[config.mk]
export PLATFORM = sky130hd
export DESIGN_NAME = tsi_out_engine
export DESIGN_NICKNAME = d
export VERILOG_FILES = /design/src/rtl/tsi_pkg.sv /design/src/rtl/tsi_conn_mem.sv /design/src/rtl/tsi_slot_select.sv /design/src/rtl/tsi_out_lane.sv /design/src/rtl/tsi_out_engine.sv
export SDC_FILE = /design/constraint.sdc
export NUM_CORES = 2
export LEC_CHECK = 0
export ABC_CLOCK_PERIOD_IN_PS = 3000
export CAP_MARGIN = 25
export CORE_MARGIN = 4
export CORE_UTILIZATION = 55
export CTS_CLUSTER_DIAMETER = 120
export DETAILED_ROUTE_END_ITERATION = 10
export PLACE_DENSITY = 0.74
export SLEW_MARGIN = 20
export SYNTH_ARGS = -nofsm -noshare
export SYNTH_HDL_FRONTEND = slang
export SYNTH_SLANG_ARGS = --single-unit
[constraint.sdc]
create_clock -name clk -period 3 [get_ports clk]
set_input_delay 0.45 -clock clk [delete_from_list [all_inputs] [get_ports clk]]
set_output_delay 0.45 -clock clk [all_outputs]
set_load 0.02 [all_outputs]
[src/rtl/tsi_pkg.sv]
package tsi_pkg;
  localparam int BYTE_W = 8;
  localparam int BIT_IDX_W = $clog2(BYTE_W);

  typedef logic [BYTE_W-1:0] slot_byte_t;

  // per-slot control as stored: message select and driver enable
  typedef struct packed {
    logic msg;
    logic drv;
  } slot_ctl_t;
endpackage

[src/rtl/tsi_conn_mem.sv]
module tsi_conn_mem #(
  parameter int NSTREAM = 4,
  parameter int NCHAN   = 32,
  parameter int W       = 8,
  localparam int SW     = $clog2(NSTREAM),
  localparam int CW     = $clog2(NCHAN),
  localparam int AW     = SW + CW,
  localparam int DEPTH  = NSTREAM * NCHAN
) (
  input  logic                          clk,
  input  logic                          rst_n,
  input  logic                          we,
  input  logic [AW-1:0]                 waddr,
  input  logic [W-1:0]                  wdata,
  input  logic [CW-1:0]                 rd_ch,
  output logic [NSTREAM-1:0][W-1:0]     rdata
);
  logic [DEPTH-1:0][W-1:0] mem_q;
  logic [DEPTH-1:0][W-1:0] mem_d;

  always_comb begin
    mem_d = mem_q;
    if (we) mem_d[waddr] = wdata;
  end

  always_ff @(posedge clk or negedge rst_n) begin
    if (!rst_n) mem_q <= '0;
    else if (we) mem_q <= mem_d;
  end

  // one read port per output stream, all at the same look-ahead channel
  for (genvar s = 0; s < NSTREAM; s++) begin : g_rd
    assign rdata[s] = mem_q[{SW'(s), rd_ch}];
  end
endmodule

[src/rtl/tsi_slot_select.sv]
module tsi_slot_select
  import tsi_pkg::*;
#(
  parameter int AW = 7
) (
  input  slot_byte_t     cm_lo,
  input  slot_ctl_t      cm_hi,
  input  logic           msg_all,
  input  slot_byte_t     dm_rdata,
  output logic [AW-1:0]  dm_addr,
  output slot_byte_t     slot_byte,
  output logic           slot_drv
);
  logic use_msg;

  always_comb begin
    dm_addr   = cm_lo[AW-1:0];
    use_msg   = msg_all | cm_hi.msg;
    slot_drv  = msg_all | cm_hi.drv;
    slot_byte = use_msg ? cm_lo : dm_rdata;
  end
endmodule

[src/rtl/tsi_out_lane.sv]
module tsi_out_lane
  import tsi_pkg::*;
(
  input  logic       clk,
  input  logic       rst_n,
  input  logic       cell_adv,
  input  logic       load,
  input  logic       drive_en,
  input  slot_byte_t byte_in,
  input  logic       drv_in,
  output logic       ser_bit,
  output logic       ser_oe,
  output logic       next_bit
);
  slot_byte_t sh_q, sh_d;
  logic       en_q, en_d;
  logic       oe_q, oe_d;

  always_comb begin
    sh_d = sh_q;
    en_d = en_q;
    if (load) begin
      sh_d = byte_in;
      en_d = drv_in;
    end else if (cell_adv) begin
      sh_d = {sh_q[BYTE_W-2:0], 1'b0};
    end
    oe_d = drive_en & en_d;
  end

  always_ff @(posedge clk or negedge rst_n) begin
    if (!rst_n) begin
      sh_q <= '0;
      en_q <= 1'b0;
      oe_q <= 1'b0;
    end else begin
      if (cell_adv) sh_q <= sh_d;
      if (load)     en_q <= en_d;
      oe_q <= oe_d;
    end
  end

  assign ser_bit  = sh_q[BYTE_W-1];
  assign ser_oe   = oe_q;
  assign next_bit = sh_q[BYTE_W-2];
endmodule

[src/rtl/tsi_out_engine.sv]
module tsi_out_engine
  import tsi_pkg::*;
#(
  parameter int NSTREAM = 4,
  parameter int NCHAN   = 32,
  localparam int SW     = $clog2(NSTREAM),
  localparam int CW     = $clog2(NCHAN),
  localparam int AW     = SW + CW,
  localparam int POS_W  = CW + BIT_IDX_W
) (
  input  logic                           clk,
  input  logic                           rst_n,
  input  logic [POS_W-1:0]               cell_pos,
  input  logic                           cell_adv,
  input  logic                           msg_all,
  input  logic                           drive_en,
  input  logic                           cm_we,
  input  logic                           cm_hi_sel,
  input  logic [AW-1:0]                  cm_waddr,
  input  logic [BYTE_W-1:0]              cm_wdata,
  output logic [NSTREAM-1:0][AW-1:0]     dm_addr,
  input  logic [NSTREAM-1:0][BYTE_W-1:0] dm_rdata,
  output logic [NSTREAM-1:0]             ser_data,
  output logic [NSTREAM-1:0]             ser_oe
);
  localparam int HI_W = $bits(slot_ctl_t);

  logic [CW-1:0]        cur_ch;
  logic [CW-1:0]        nxt_ch;
  logic                 load;
  logic [NSTREAM-1:0]   lane_next;
  logic [NSTREAM-1:0][BYTE_W-1:0] lo_rd;
  logic [NSTREAM-1:0][HI_W-1:0]   hi_rd;
  logic                 we_lo, we_hi;
  logic [HI_W-1:0]      hi_wdata;

  // look-ahead: the last cell of a channel loads the following channel
  always_comb begin
    cur_ch = cell_pos[POS_W-1:BIT_IDX_W];
    nxt_ch = (cur_ch == CW'(NCHAN - 1)) ? '0 : cur_ch + 1'b1;
    load   = cell_adv & (cell_pos[BIT_IDX_W-1:0] == {BIT_IDX_W{1'b1}});
  end

  always_comb begin
    we_lo    = cm_we & ~cm_hi_sel;
    we_hi    = cm_we &  cm_hi_sel;
    hi_wdata = {cm_wdata[2], cm_wdata[0]};
  end

  tsi_conn_mem #(.NSTREAM(NSTREAM), .NCHAN(NCHAN), .W(BYTE_W)) u_cm_lo (
    .clk   (clk),
    .rst_n (rst_n),
    .we    (we_lo),
    .waddr (cm_waddr),
    .wdata (cm_wdata),
    .rd_ch (nxt_ch),
    .rdata (lo_rd)
  );

  tsi_conn_mem #(.NSTREAM(NSTREAM), .NCHAN(NCHAN), .W(HI_W)) u_cm_hi (
    .clk   (clk),
    .rst_n (rst_n),
    .we    (we_hi),
    .waddr (cm_waddr),
    .wdata (hi_wdata),
    .rd_ch (nxt_ch),
    .rdata (hi_rd)
  );

  for (genvar s = 0; s < NSTREAM; s++) begin : g_lane
    slot_byte_t sel_byte;
    logic       sel_drv;

    tsi_slot_select #(.AW(AW)) u_sel (
      .cm_lo     (lo_rd[s]),
      .cm_hi     (slot_ctl_t'(hi_rd[s])),
      .msg_all   (msg_all),
      .dm_rdata  (dm_rdata[s]),
      .dm_addr   (dm_addr[s]),
      .slot_byte (sel_byte),
      .slot_drv  (sel_drv)
    );

    tsi_out_lane u_lane (
      .clk      (clk),
      .rst_n    (rst_n),
      .cell_adv (cell_adv),
      .load     (load),
      .drive_en (drive_en),
      .byte_in  (sel_byte),
      .drv_in   (sel_drv),
      .ser_bit  (ser_data[s]),
      .ser_oe   (ser_oe[s]),
      .next_bit (lane_next[s])
    );
  end
endmodule

[Word level (Yosys, flattened, before mapping)]
Cells that the tools add are included.
Widths: inputs -> output; s select.
Word-level totals
  bits in registers: 1320
  input bits: 62
  output and inout port bits: 36
  logic and storage cells: 329
Cells by class
  $add $sub $neg: 1
  order comparisons: 6
  equal/unequal tests: 2
  multiplexer cells: 35
  bitwise operators: 16
  reduce and logical (&&, ||, !) cells: 1
Operator list (count)
  $bwmux 1024: 1
  $bwmux 256: 1
  $bmux 8 s5: 4
  $mux 8: 13
  $demux 8 s7: 1
  $bmux 2 s5: 4
  $lt 7x8->1 const B: 3
  $demux 2 s7: 1
  $mux 2: 5
  $lt 5x8->1 const B: 1
  $lt 6x8->1 const B: 1
  $or 1x1->1: 8
  $and 1x1->1: 7
  $ge 7x1->1 const B: 1
  $add 5x1->5 const B: 1
  $eq 5x5->1 const B: 1
  $mux 5: 1
  $mux 1: 4
  $eq 3x3->1 const B: 1
  $logic_and 1x1->1: 1
  $not 1->1: 1

[Longest topological paths before layout]
  depth in word-level cells: 7
  mapped depth: 14

[Modules after synthesis]
A second synthesis with hierarchy kept.
Second synthesis, totals
  cells, all modules: 4600
  area, all modules: 62876.6 µm²
By module, submodules not included
  tsi_conn_mem at u_cm_lo: instances 1, cells each 3517, area each 47927.2 µm², sequential area each 25624.6 µm²
  tsi_conn_mem at u_cm_hi: instances 1, cells each 846, area each 12441.9 µm², sequential area each 6406.1 µm²
  tsi_out_lane: instances 4, cells each 39, area each 440.4 µm², sequential area each 250.2 µm²
  tsi_slot_select: instances 4, cells each 17, area each 160.2 µm², sequential area each 0.0 µm²
  tsi_out_engine: instances 1, cells each 13, area each 105.1 µm², sequential area each 0.0 µm²

[Least setup slack after synthesis]
Ideal clock, no wire load.
  kind: input -> output
  start point: in cell_pos[3]
  end point: out dm_addr[16] in the netlist's numbering
  arrival time: 3.078 ns
  slack: -0.528 ns
  cell stages on the path: 12
  path buffers: 4
  path through: ha_1 -> and3_1 -> ha_1 -> buf_4 -> or2_1 -> clkbuf_1 -> buf_4 -> buf_4 -> mux4_2 -> nand2_1 -> a32o_1 -> a221oi_1
RTL lines
  start, declared: line tsi_out_engine.sv:13  | input logic [POS_W-1:0] cell_pos,
  end, declared: line tsi_out_engine.sv:21  | output logic [NSTREAM-1:0][AW-1:0] dm_addr,

==> flow_summary.toml <==
[synth]
syn_inst = 4150
avgSynthCellArea_um2 = 14.76
synth-seq-cells = 1320
synth_top_area_share_pct = 53.93
synth_top_area_cell = "dfrtp_1"
synthArstFlopShare_pct = 100.0
syn-num-nets = 4214
synth_flop_cell = "dfrtp_1"
syn-cell-area_um2 = 61250
ys_seq_area_share_pct = 53.93
synth_cell_types = 54
yosysWarningCount = 0
synth_edf_count = 0
synthTopCellsByArea = "dfrtp_1, mux2_2, mux4_2"

[min_path]
holdCritPathClass = "in -> async"

[route]
ant_nets = 0
drc = 0
drt_iter0_drc = 3424
wl_mm = 165.0
drt_pass1_iterations = 5
routed-via-count = 38520
wire_per_inst_um = 26.78
via_per_inst = 6.253

[floorplan]
die_area_um2 = 116800
io_pins = 98
core_area_um2 = 110700
die_h_um = 341.7
core.rowCount = 122
fp.dieW_um = 341.7
start_util_pct = 55.35

[place]
dpl.hpwl_mm = 106.9
dp_slack_ps = -1256
numPortBuffers = 97
dp_cells = 5847
place_congestion = 0.8595

[global_route]
grt-ovfl-total = 0
grt_pass1_wl_mm = 252.0
top_usage_layer = "met2"
grt_pass1_vias = 40450
use_met2_pct = 44.49
grt.met1_usage_pct = 40.57
antenna_found_initial = 3
grt_use_met3_pct = 4.875
grt_use_total_pct = 28.29
grt_max_degree = 131

[sta]
timing.fmax_mhz = 286.2
rsz0062_at_grt = "true"
slew_violations = 0
hold_ws_ps = 264.3
maxSlewHeadroom_pct = 44.15
setup_viol = 28
setup_ws_ps = -493.7
worst_pin_slew_ps = 837.8
min_period_ps = 3494
hold_viol = 0
fin_crit_sh_pct = 116.5
finClkSkew_ps = 21.15

[setup_path]
worstRegToRegCells = 5
cp_data_arrival_time_ps = 3040
startpoint_type = "input port"
end_kind = "primary output"
required_ps = 2550
path_max_fanout = 8
path_class = "in -> out"

[clock_network]
cts_sinks = 1320
cts_max_level = 4
clkLatencyLatePin_ps = 760
clk_pin_slew_ps = 60
cts_root_buf = "clkbuf_16"
clock_path_buffers = 3
cts_tree = "yes"
cts_buffers = 142

[finish]
layout.cells.non_filler = 6161
finalNetCount = 4631
fin_util_pct = 66.13
n_fill_cell = 7608
area_growth_syn_to_layout_pct = 19.47
drive_above_1_share_pct = 52.40
final_common_cell = "dfrtp_1"
most-common-layout-cells = "dfrtp_1, mux2_2, buf_4"

[pwr]
p_per_area_nw_per_um2 = 576.7
leakage_nw = 34.91
ir_drop_uv = 580.0

[run]
cap_violations = 0

[status]
status = "finished, violations left"
violations = "setup timing"
## final timing paths
| check | start | to | slack, ps |
|---|---|---|---|
| max | cell_pos[3] | dm_addr[24] | -490 |
| min | rst_n | u_cm_lo.mem_q[298] | 260 |
| max reg2reg | u_cm_hi.mem_q[181] | g_lane[2].u_lane.sh_q[6] | 380 |
| min reg2reg | u_cm_hi.mem_q[207] | u_cm_hi.mem_q[207] | 490 |
| max in group asynchronous | rst_n | u_cm_lo.mem_q[649] | 1630 |
| min in group clk | dm_rdata[8] | g_lane[1].u_lane.sh_q[0] | 310 |
## state kept, by name (all words and copies together) (netlist names)
signal	flops
g_lane.u_lane.ser_oe	4
g_lane.u_lane.sh_q	32
u_cm_lo.mem_q	1024
g_lane.u_lane.en_q	4
u_cm_hi.mem_q	256
## timing repair
action	in CTS	in global routing
buffers inserted	48	19
setup endpoints to repair	60	38
gates cloned	2	4
hold buffers	1	0
pin swaps	23	40
hold endpoints to repair	87	0
resized for setup	227	66
## where the power goes
part           total, W  internal (W)  leakage [nW]  switching, W
combinational   0.00526       0.00257          14.5       0.00269
clock            0.0177        0.0104          2.31       0.00725
sequential       0.0193        0.0187          18.1      0.000531
total            0.0422        0.0317          34.9        0.0105
## stage by stage
| step | cell area (µm²) | total power [W] | TNS [ps] |
|---|---|---|---|
| 2_1_floorplan | 61770 | 0.02233 | -502.4 |
| 3_3_place_gp | 67170 | 0.02436 | -66530 |
| 3_5_place_dp | 67170 | 0.02450 | -69350 |
| 4_1_cts | 72770 | 0.04231 | -11310 |
| 5_1_grt | 73180 | 0.04360 | -12800 |
| 6_report | 73180 | 0.04220 | -11410 |
## cell families after synthesis
kind of cell    share of synthesized area, %
fa+ha+maj                            0.04085
buf+inv                                2.641
mux                                    36.75
simple gates                           4.216
flops                                  53.93
compound gates                         2.371
xor+xnor                             0.05516
## cells in the mapped netlist (all sizes together) (7+ instances only)
master	n
a21oi	13
nand3	42
o21ai	27
a32o	28
o221ai	8
dfrtp	1320
a311oi	8
nor4	7
mux2	1287
mux4	296
o2111ai	10
a221oi	28
clkbuf	194
nand2	285
nand2b	11
nor3	27
nor2b	9
nor2	212
buf	121
and3	10
inv	10
mux2i	130
o221a	25
## layer usage
layer,up-vias,routed length [µm]
li1,16220,-
met1,20680,70850
met2,1320,78530
met3,304,10730
met4,2,4860
met5,-,13
## worst max-delay path, cell delays in order
cell	delay, ps
buf_8	100
ha_4	140
and3_4	180
ha_4	200
or2_4	280
buf_12	160
buf_12	140
buf_12	140
mux4_2	360
mux2i_2	100
a32o_2	270
a221oi_4	310
buf_6	180
## cell type report
type	instances	area, µm²	share of cell area, %
inverters	10	42.54	0.05813
well taps	1488	1862	2.544
flip-flops and latches	1320	33030	45.14
diodes	3	7.507	0.01026
multi-input cells	2506	27420	37.47
repair buffers	587	6108	8.347
clock inverters	42	553.0	0.7557
clock buffers	205	4154	5.676
(Power assumes the default switching activity.)
